### config.mk
export PLATFORM = sky130hd
export DESIGN_NAME = pcm_frame_seq
export DESIGN_NICKNAME = d
export VERILOG_FILES = /design/src/rtl/pcm_seq_pkg.sv /design/src/rtl/pcm_rst_sync.sv /design/src/rtl/pcm_slot_counter.sv /design/src/rtl/pcm_pulse_decode.sv /design/src/rtl/pcm_frame_seq.sv
export SDC_FILE = /design/constraint.sdc
export NUM_CORES = 1
export LEC_CHECK = 0
export BUFFER_PORTS_ARGS = -buffer_cell sky130_fd_sc_hd__buf_2
export CAP_MARGIN = 20
export CORE_MARGIN = 2
export CORE_UTILIZATION = 35
export DETAILED_ROUTE_END_ITERATION = 8
export HOLD_SLACK_MARGIN = 0.08
export PLACE_DENSITY = 0.65
export SETUP_SLACK_MARGIN = 0.1
export SLEW_MARGIN = 10
export SYNTH_ARGS = -nofsm -noshare
export SYNTH_HDL_FRONTEND = slang
export SYNTH_SLANG_ARGS = --single-unit
### constraint.sdc
create_clock -name clk -period 3.5 [get_ports clk]
set_input_delay 0.35 -clock clk [delete_from_list [all_inputs] [get_ports clk]]
set_output_delay 0.35 -clock clk [all_outputs]
set_load 0.01 [all_outputs]
### src/rtl/pcm_seq_pkg.sv
package pcm_seq_pkg;
  localparam int SLOT_BITS = 8;
  localparam int BIT_W     = $clog2(SLOT_BITS);

  function automatic int chan_width(input int n);
    return (n > 1) ? $clog2(n) : 1;
  endfunction
endpackage

### src/rtl/pcm_rst_sync.sv
module pcm_rst_sync (
  input  logic clk,
  input  logic rst_n,
  output logic rst_sync_n
);
  logic stage_q;

  always_ff @(posedge clk or negedge rst_n) begin
    if (!rst_n) begin
      stage_q    <= 1'b0;
      rst_sync_n <= 1'b0;
    end else begin
      stage_q    <= 1'b1;
      rst_sync_n <= stage_q;
    end
  end
endmodule

### src/rtl/pcm_slot_counter.sv
module pcm_slot_counter
  import pcm_seq_pkg::*;
#(
  parameter int NUM_CH = 24,
  localparam int CW = chan_width(NUM_CH)
) (
  input  logic             clk,
  input  logic             rst_n,
  input  logic             rst_int_n,
  output logic             run_o,
  output logic [CW-1:0]    chan_o,
  output logic [BIT_W-1:0] bit_o,
  output logic             sig_o
);
  localparam logic [CW-1:0]    LAST_CH  = CW'(NUM_CH - 1);
  localparam logic [BIT_W-1:0] LAST_BIT = BIT_W'(SLOT_BITS - 1);

  logic             run_q, run_d;
  logic [CW-1:0]    chan_q, chan_d;
  logic [BIT_W-1:0] bit_q, bit_d;
  logic             sig_q, sig_d;
  logic             adv_en;

  assign adv_en = run_q;

  always_comb begin
    run_d  = 1'b1;
    chan_d = chan_q;
    bit_d  = bit_q;
    sig_d  = sig_q;
    if (adv_en) begin
      if (sig_q) begin
        sig_d  = 1'b0;
        chan_d = '0;
        bit_d  = '0;
      end else if (bit_q == LAST_BIT) begin
        bit_d = '0;
        if (chan_q == LAST_CH) begin
          sig_d  = 1'b1;
          chan_d = '0;
        end else begin
          chan_d = chan_q + 1'b1;
        end
      end else begin
        bit_d = bit_q + 1'b1;
      end
    end
  end

  always_ff @(posedge clk or negedge rst_int_n) begin
    if (!rst_int_n) begin
      run_q  <= 1'b0;
      chan_q <= '0;
      bit_q  <= '0;
      sig_q  <= 1'b0;
    end else begin
      run_q <= run_d;
      if (adv_en) begin
        chan_q <= chan_d;
        bit_q  <= bit_d;
        sig_q  <= sig_d;
      end
    end
  end

  assign run_o  = run_q;
  assign chan_o = chan_q;
  assign bit_o  = bit_q;
  assign sig_o  = sig_q;


  bit_step_chk: assert property (@(posedge clk) disable iff (!rst_n || !rst_int_n)
    (run_q && !sig_q && bit_q != LAST_BIT) |=> (bit_q == $past(bit_q) + 1'b1 && chan_q == $past(chan_q)));


  chan_step_chk: assert property (@(posedge clk) disable iff (!rst_n || !rst_int_n)
    (run_q && !sig_q && bit_q == LAST_BIT && chan_q != LAST_CH) |=> (bit_q == '0 && chan_q == $past(chan_q) + 1'b1));


  sig_entry_chk: assert property (@(posedge clk) disable iff (!rst_n || !rst_int_n)
    (run_q && !sig_q && bit_q == LAST_BIT && chan_q == LAST_CH) |=> sig_q);
endmodule

### src/rtl/pcm_pulse_decode.sv
module pcm_pulse_decode
  import pcm_seq_pkg::*;
#(
  parameter int NUM_CH = 24,
  localparam int CW = chan_width(NUM_CH)
) (
  input  logic              run_i,
  input  logic [CW-1:0]     chan_i,
  input  logic [BIT_W-1:0]  bit_i,
  input  logic              sig_i,
  output logic [NUM_CH-1:0] pulse_o,
  output logic              start_o
);
  logic slot_head;

  assign slot_head = run_i && !sig_i && (bit_i == '0);

  for (genvar k = 0; k < NUM_CH; k++) begin : g_line
    assign pulse_o[k] = slot_head && (chan_i == CW'(k));
  end

  assign start_o = slot_head && (chan_i == '0);
endmodule

### src/rtl/pcm_frame_seq.sv
module pcm_frame_seq
  import pcm_seq_pkg::*;
#(
  parameter int NUM_CH = 24,
  localparam int CW = chan_width(NUM_CH)
) (
  input  logic              clk,
  input  logic              rst_n,
  output logic [NUM_CH-1:0] frame_pulse,
  output logic [CW-1:0]     chan_idx,
  output logic [BIT_W-1:0]  bit_idx,
  output logic              sig_bit,
  output logic              frame_start
);
  logic rst_int_n;
  logic run;

  pcm_rst_sync u_sync (
    .clk        (clk),
    .rst_n      (rst_n),
    .rst_sync_n (rst_int_n)
  );

  pcm_slot_counter #(.NUM_CH(NUM_CH)) u_cnt (
    .clk       (clk),
    .rst_n     (rst_n),
    .rst_int_n (rst_int_n),
    .run_o     (run),
    .chan_o    (chan_idx),
    .bit_o     (bit_idx),
    .sig_o     (sig_bit)
  );

  pcm_pulse_decode #(.NUM_CH(NUM_CH)) u_dec (
    .run_i   (run),
    .chan_i  (chan_idx),
    .bit_i   (bit_idx),
    .sig_i   (sig_bit),
    .pulse_o (frame_pulse),
    .start_o (frame_start)
  );


  pulse_onehot_chk: assert property (@(posedge clk) disable iff (!rst_n || !rst_int_n)
    $onehot0(frame_pulse));


  sig_quiet_chk: assert property (@(posedge clk) disable iff (!rst_n || !rst_int_n)
    sig_bit |-> (frame_pulse == '0));


  wrap_chk: assert property (@(posedge clk) disable iff (!rst_n || !rst_int_n)
    sig_bit |=> (!sig_bit && chan_idx == '0 && bit_idx == '0 && frame_start && frame_pulse[0]));


  start_align_chk: assert property (@(posedge clk) disable iff (!rst_n || !rst_int_n)
    frame_start == frame_pulse[0]);


  pulse_width_chk: assert property (@(posedge clk) disable iff (!rst_n || !rst_int_n)
    (frame_pulse != '0) |=> (frame_pulse == '0));
endmodule

; Yosys cells after proc, flatten, opt, wreduce, memory -nomap -nowiden
; Index checks and enable logic that the tools add are counted.
[totals]
ff_bits = 12
word_cells = 71
[classes]
addsub = 2
eq_ne = 24
n_mux = 8
n_reduce_logical = 31
[op_table]
columns = op, count
row1 = 5-bit by 4-bit == test with 1-bit output (second input constant), 8
row2 = 5-bit == test (second input constant), 8
row3 = 1-bit logical AND, 26
row4 = 5-bit by 3-bit == test with 1-bit output (second input constant), 4
row5 = 5-bit 2-to-1 mux, 3
row6 = 5-bit by 2-bit == test with 1-bit output (second input constant), 2
row7 = 3-bit 2-to-1 mux, 2
row8 = 5-bit by 1-bit adder with 5-bit output (second input constant), 1
row9 = 5-bit by 1-bit == test with 1-bit output (second input constant), 1
row10 = 5-bit zero test, 1
row11 = 3-bit by 1-bit adder with 3-bit output (second input constant), 1
row12 = 3-bit == test (second input constant), 1
row13 = 3-bit zero test, 1
row14 = 1-bit 2-to-1 mux, 3
row15 = 2-bit AND reduction, 1
row16 = 2-bit nonzero test, 1
row17 = 1-bit zero test, 1

; Depth between registers and ports, before layout
; Gate-level depths: netlist of the first run.
[depth]
ltp_word = 4
mapped_depth = 6
mapped_depth_nobuf = 5

; Hierarchy
; Synthesis of the first run repeated with hierarchy kept, for this count alone.
[unflattened]
cells_unflattened = 94
hier_area_um2 = 889.6
[modules_own_cells]
columns = module, n_inst, cells_per_inst, area_each_um2
row1 = pcm_slot_counter, 1, 50, 521.8
row2 = pcm_pulse_decode, 1, 41, 314.1
row3 = pcm_rst_sync, 1, 3, 53.8

; Worst setup path before layout of the first run
; No wires, ideal clock.
[synth_timing]
kind = register to output
from = register u_cnt.bit_q[0] (netlist: u_cnt.bit_o[0])
to = output frame_pulse[0]
t_arrival_ns = 1.546
slack_ns = 1.604
path_stages_with_launch = 7
cell_sequence = dfrtp_1 inv_1 ha_1 and4bb_4 nand3_1 nor3_1 buf_4
[synth_via]
elab_chain_len = 3
[synth_lines]
columns = item, line_no
row1 = from (decl), pcm_slot_counter.sv:20  ; logic [BIT_W-1:0] bit_q, bit_d;
row2 = from (signal assigned), pcm_slot_counter.sv:60  ; bit_q <= bit_d;
row3 = 3-bit zero test, pcm_pulse_decode.sv:16  ; assign slot_head = run_i && !sig_i && (bit_i == '0);
row4 = 1-bit logical AND, pcm_pulse_decode.sv:16
row5 = 1-bit logical AND, --
row6 = to (decl), pcm_frame_seq.sv:9  ; output logic [NUM_CH-1:0] frame_pulse,
; Every way passes these cells.

; Final worst setup path of the first run
[layout_timing]
from = register u_cnt.bit_q[0] (netlist: u_cnt.bit_o[0])
to = output frame_start
[layout_via]
elab_chain_len = 3
[layout_lines]
columns = item, line_no
row1 = 3-bit zero test, pcm_pulse_decode.sv:16
row2 = 1-bit logical AND, pcm_pulse_decode.sv:16
row3 = 1-bit logical AND, pcm_pulse_decode.sv:22  ; assign start_o = slot_head && (chan_i == '0);
row4 = to (decl), pcm_frame_seq.sv:13  ; output logic frame_start
; Every way passes these cells.

==> results.yml, run 1 <==
power:
  power.density_cell_area_nw_per_um2: 510
  total_leakage_power_nw: 0.581
  ir_drop_v: 0.000279
routing:
  routed_wl_um: 1810
  drt-pass1-iter-count: 4
  drt-vias-per-instance: 5.03
  routed_wire_length_per_instance_um: 11.4
  drtAntennaViolNets: 0
  drt_first_iter_violations: 24
  drt_drc_violations_left: 0
  detailroute.via_count: 795
floorplanning:
  io-pin-count: 36
  core_um2: 2190
  initial_utilization: 0.368
  die_h_um: 52.0
  floorplan.die.width_um: 52.0
  floorplan.rows: 17
  floorplan.die_area_um2: 2710
outcome:
  run_status: "finished, final reports clean"
finish:
  final_util: 0.468
  fin_nets: 142
  n_fill_cell: 223
  relative_area_change_from_synthesis_to_final_layout_pct: 27.1
  layout-drive-gt1-share: 0.331
  seqCellArea_um2: 300
  insertedDiodeCount: 0
  multi_input_comb_area_um2: 457
logic_synthesis:
  synthesis.yosys.warnings: 0
  async_flop_share: 1.00
  post_synth_instance_area_um2: 807
  synth_ff_type: "sky130_fd_sc_hd__dfrtp_1"
  synth_cell_types: 31
  yosys_register_bits: 12
  average_footprint_of_a_synthesized_cell_um2: 8.59
  synth_edf_count: 0
  synth-seq-area-share: 0.372
  post_synth_inst_count: 94
timing:
  highest_attainable_clock_frequency_ghz: 0.479
  fin_worst_hold_slack_ns: 0.169
  final.setup.tns_ns: 0
  final.setup.worst_slack_ns: 1.41
  timing.final.crit_period_ns: 2.09
  slew_viol_final: 0
  finalClockSkew_ns: 0.00180
  timing.final.crit_share: 0.597
  report.final.setup_viol: 0
  rsz_0062_raised_after_global_routing: "false"
  hold_violations: 0
setup_path:
  critPathMaxStageDelay_ns: 0.41
  worstPathArrival_ns: 1.74
  endpoint_kind: "primary output"
  worst-path-max-fanout: 6
  path_class: "reg2out"
  critPathTopFamily: "simple AND/OR/NAND/NOR gates"
  cp_cell_sequence: "inv_1, ha_1, and4bb_4, nand3_1, nor3_1, buf_2"
  crit_path_top_delay_cell: "sky130_fd_sc_hd__dfrtp_1"
  startpoint_type: "flip-flop"
  buf_inv_stages_crit_path: 2
  critPathRequiredTime_ns: 3.15
placed_design:
  detailed_place_hpwl_um: 1430
  dp_slack_ns: 1.70
  place.gp.congestion: 0.719
  io_buffers: 35
clock_network:
  cts-root-buf: "sky130_fd_sc_hd__clkbuf_4"
  cts_tree: "yes"
  cts-resized-gates: 0
  clock_latency_on_the_worst_skew_pair_ns: 0.27
  cts.sink_count: 12
  cts_inserted_buffers: 3
  buffer_levels_on_the_longest_clock_path: 2
  cts.reportedPaths.clkPinSlew_ns: 0.07
  cts_setup_buffers: 0
  cts-htree-levels: 1
global_route:
  grt-ovfl-total: 0
  antenna_found_initial: 0
  grt.total_usage: 0.148
  grt_max_degree: 16
  first_global_vias: 706
  wire_length_of_the_first_global_routing_pass_um: 3020
flow_run:
  maxCapViolations: 0
hold_path:
  min_path_type: "reg2async"
==> synth_stat cells (2+ instances only) <==
cell type,number,area share
sky130_fd_sc_hd__and3_1,9,0.070
sky130_fd_sc_hd__dfrtp_1,12,0.37
sky130_fd_sc_hd__ha_1,8,0.12
sky130_fd_sc_hd__inv_1,6,0.028
sky130_fd_sc_hd__nand2_1,7,0.033
sky130_fd_sc_hd__nand2b_1,2,0.016
sky130_fd_sc_hd__nand3_1,5,0.031
sky130_fd_sc_hd__nand4_1,2,0.016
sky130_fd_sc_hd__nor2_1,12,0.056
sky130_fd_sc_hd__nor3_1,4,0.025
sky130_fd_sc_hd__o21ai_0,7,0.043
==> sequential cells by signal, summed over array words and instances (netlist names) <==
name and cells:
u_sync.stage_q 1, u_cnt.run_o 1, u_sync.rst_sync_n 1, u_cnt.bit_o 3, u_cnt.sig_o 1, u_cnt.chan_o 5
==> layout make-up <==
| class | count | share of cell area |
|---|---|---|
| multi-input cells | 72 | 0.445 |
| flip-flops and latches | 12 | 0.293 |
| repair buffers | 36 | 0.180 |
| well taps | 28 | 0.0341 |
| inverters | 7 | 0.0256 |
| clock buffers | 3 | 0.0220 |
==> power breakdown <==
part / internal [mW] / leakage (nW) / switching, mW
registers: 0.172 / 0.152 / 0.0608
clock network: 0.0398 / 0.0138 / 0.0417
logic: 0.0922 / 0.414 / 0.117
==> path summary, 6_finish.rpt <==
path | start | to | slack [ns] | depth (start not counted)
worst max-delay path | u_cnt.bit_o[0] | frame_start | 1.41 | 6
worst min-delay path | u_sync.rst_sync_n | u_cnt.run_o | 0.17 | 0
worst max register to register | u_cnt.bit_o[0] | u_cnt.bit_o[0] | 1.96 | 4
worst min register to register | u_sync.rst_sync_n | u_cnt.run_o | 0.17 | 0
max in group asynchronous | rst_n | u_sync.rst_sync_n | 3.03 | 2
min in group clk | u_sync.stage_q | u_sync.rst_sync_n | 0.35 | 0
==> cells by family (layout without fill, tap and decap cells) <==
family | Yosys count | after routing | share of synthesized area
simple gates | 49 | 49 | 0.335
compound gates | 13 | 13 | 0.0977
flops | 12 | 12 | 0.372
buf+inv | 11 | 46 | 0.0667
fa+ha+maj | 8 | 8 | 0.124
other cells | 1 | 2 | 0.00465
==> routing by layer <==
metal,vias up,wire [um],global-route usage
met5,-,0,0
met4,0,31,0.0789
met3,4,173,0.0230
met2,37,747,0.249
met1,355,856,0.181
li1,399,-,-
==> metrics by stage <==
stage                     cells  area (um^2)  total power [mW]
after floorplan              95          811             0.372
after global placement      154          993             0.439
after detailed placement    154          993             0.446
after CTS                   158         1030             0.528
after global routing        158         1030             0.570
final                       158         1030             0.524
==> cells in the final DEF, fill, tap and decap left out <==
cell,netlist,layout
sky130_fd_sc_hd__dfrtp_1,12,12
sky130_fd_sc_hd__o21ai_0,7,7
sky130_fd_sc_hd__and2_4,1,1
sky130_fd_sc_hd__and3_1,9,9
sky130_fd_sc_hd__o31ai_1,1,1
sky130_fd_sc_hd__inv_2,1,1
sky130_fd_sc_hd__a21oi_1,1,1
sky130_fd_sc_hd__ha_1,8,8
sky130_fd_sc_hd__dlygate4sd3_1,0,1
sky130_fd_sc_hd__o22ai_1,1,1
sky130_fd_sc_hd__nand2b_1,2,2
sky130_fd_sc_hd__or4_1,1,1
sky130_fd_sc_hd__nor2b_1,1,1
sky130_fd_sc_hd__buf_2,1,35
sky130_fd_sc_hd__nand3_1,5,5
sky130_fd_sc_hd__a31oi_1,1,1
sky130_fd_sc_hd__clkbuf_4,0,3
sky130_fd_sc_hd__nand2_1,7,7
sky130_fd_sc_hd__and4bb_4,1,1
sky130_fd_sc_hd__inv_1,6,6
sky130_fd_sc_hd__o2bb2ai_1,1,1
sky130_fd_sc_hd__nor2_1,12,12
sky130_fd_sc_hd__nand4_1,2,2
sky130_fd_sc_hd__nand4b_1,1,1
sky130_fd_sc_hd__and2b_2,1,1
sky130_fd_sc_hd__nor3_1,4,4
sky130_fd_sc_hd__and3b_2,1,1
sky130_fd_sc_hd__a32o_1,1,1
sky130_fd_sc_hd__conb_1,1,2
sky130_fd_sc_hd__and2_1,1,1
==> timing repair <==
| item | 4_1_cts | 5_1_grt |
|---|---|---|
| setup endpoints to repair | 0 | 0 |
| hold endpoints to repair | 2 | 0 |
| hold buffers | 1 | 0 |
No activity file was read; power rests on OpenSTA's default activity.
==> inputs of run 2 (changes only) <==
--- a/config.mk
+++ b/config.mk
@@ -11,7 +11,7 @@
 export CORE_UTILIZATION = 35
 export DETAILED_ROUTE_END_ITERATION = 8
 export HOLD_SLACK_MARGIN = 0.08
-export PLACE_DENSITY = 0.65
+export PLACE_DENSITY = 0.68
 export SETUP_SLACK_MARGIN = 0.1
 export SLEW_MARGIN = 10
 export SYNTH_ARGS = -nofsm -noshare
==> constraint.sdc (replaced) <==
create_clock -name clk -period 1.8 [get_ports clk]
set_input_delay 0.18 -clock clk [delete_from_list [all_inputs] [get_ports clk]]
set_output_delay 0.18 -clock clk [all_outputs]
set_load 0.01 [all_outputs]
==> results.yml, run 2 (synthesis gave the netlist of run 1 again) <==
finish:
  finish.cell_count_without_fillers: 169
  seqCellArea_um2: 305
  fin_nets: 152
  multi_input_comb_area_um2: 591
  insertedDiodeCount: 0
  layout-drive-gt1-share: 0.574
  largest_register_ffs: 5
  relative_area_change_from_synthesis_to_final_layout_pct: 61.6
  final_cell_mix: "sky130_fd_sc_hd__buf_2, sky130_fd_sc_hd__nor2_1, sky130_fd_sc_hd__buf_4, sky130_fd_sc_hd__and3_4"
  mostFrequentLayoutCell: "sky130_fd_sc_hd__buf_2"
  n_fill_cell: 206
power:
  power.density_cell_area_nw_per_um2: 1020
  total_leakage_power_nw: 0.622
  ir_drop_v: 0.000726
clock_network:
  cts.reportedPaths.clkPinSlew_ns: 0.08
  cts_inserted_buffers: 3
  clock_latency_on_the_worst_skew_pair_ns: 0.27
  cts_tree: "yes"
  cts-htree-levels: 1
  cts-root-buf: "sky130_fd_sc_hd__clkbuf_4"
  cts.sink_count: 12
  buffer_levels_on_the_longest_clock_path: 2
placed_design:
  place.gp.congestion: 0.718
  dp_slack_ns: 0.216
  detailed_place_hpwl_um: 1450
  dp.cells: 155
  io_buffers: 35
routing:
  drt-vias-per-instance: 5.14
  drt-pass1-iter-count: 4
  drt_first_iter_violations: 15
  drtAntennaViolNets: 0
  routed_wire_length_per_instance_um: 12.7
  detailroute.via_count: 869
  routed_wl_um: 2150
  drt_drc_violations_left: 0
timing:
  final.setup.worst_slack_ns: -0.0488
  finalClockSkew_ns: 0.00425
  report.final.setup_viol: 9
  fin_worst_hold_slack_ns: 0.166
  highest_attainable_clock_frequency_ghz: 0.541
  timing.final.crit_share: 1.03
  slew_viol_final: 0
  rsz_0062_raised_after_global_routing: "true"
  hold_violations: 0
  final.setup.tns_ns: -0.371
  timing.final.crit_period_ns: 1.85
outcome:
  failed_checks: "negative setup slack"
  run_status: "finished, violations left"
global_route:
  grt.total_usage: 0.157
  grt_max_degree: 16
  antenna_found_initial: 0
  first_global_vias: 722
  grt-ovfl-total: 0
  wire_length_of_the_first_global_routing_pass_um: 3180
flow_run:
  maxCapViolations: 0
setup_path:
  cp_cell_sequence: "inv_2, ha_4, and4bb_4, and2_4, and3_4, buf_6"
  critPathRequiredTime_ns: 1.62
  path_class: "reg2out"
  reg2reg_setup_slack_ns: 0.15
  critPathMaxStageDelay_ns: 0.39
  critPathTopFamily: "simple AND/OR/NAND/NOR gates"
  crit_path_top_delay_cell: "sky130_fd_sc_hd__dfrtp_1"
  startpoint_type: "flip-flop"
  worstPathArrival_ns: 1.67
  worst-path-max-fanout: 8
  endpoint_kind: "primary output"
  buf_inv_stages_crit_path: 2
floorplanning:
  floorplan.die.width_um: 52.0
  initial_utilization: 0.368
  io-pin-count: 36
  core_um2: 2190
  floorplan.rows: 17
  die_h_um: 52.0
  floorplan.die_area_um2: 2710
hold_path:
  min_path_type: "reg2async"
-- run 2: power by group --
group	internal, mW	total [mW]	leakage (nW)	switching [mW]
clock network	0.123	0.214	0.0210	0.0914
registers	0.341	0.476	0.147	0.135
logic	0.313	0.636	0.454	0.324
total	0.776	1.33	0.622	0.550
-- run 2: timing repair --
| action | in CTS | in global routing |
|---|---|---|
| setup endpoints to repair | 25 | 26 |
| hold buffers | 1 | 0 |
| resized for setup | 6 | 34 |
| setup buffers | 2 | 7 |
| pin swaps | 2 | 8 |
| endpoints found under the hold margin | 2 | 0 |
| cloned | 0 | 0 |
-- run 2: through the flow --
stage	utilization	area [um^2]	power, mW
after floorplan	-	816	0.728
after global placement	0.459	1010	0.861
after detailed placement	0.459	1010	0.873
after CTS	0.499	1090	1.14
after global routing	0.595	1300	1.43
final	0.595	1300	1.33
-- run 2: metal layers --
| layer | routed length, um | track usage |
|---|---|---|
| met5 | 0 | 0 |
| met4 | 9 | 0.0658 |
| met3 | 166 | 0.0259 |
| met2 | 1110 | 0.268 |
| met1 | 867 | 0.193 |
-- run 2: cell type report --
cell class | instances | area share
well taps | 28 | 0.0269
repair buffers | 46 | 0.238
inverters | 7 | 0.0202
flip-flops and latches | 12 | 0.234
multi-input cells | 72 | 0.453
clock buffers | 4 | 0.0278
-- run 2: worst paths after layout --
kind	cells after the start	startpoint	endpoint
setup / recovery	6	u_cnt.bit_o[0]	frame_pulse[16]
hold / removal	0	u_sync.rst_sync_n	u_cnt.bit_o[0]
setup reg to reg	6	u_cnt.bit_o[1]	u_cnt.bit_o[0]
hold reg to reg	0	u_sync.rst_sync_n	u_cnt.bit_o[0]
max in group asynchronous	0	u_sync.rst_sync_n	u_cnt.chan_o[1]
min in group clk	0	u_sync.stage_q	u_sync.rst_sync_n
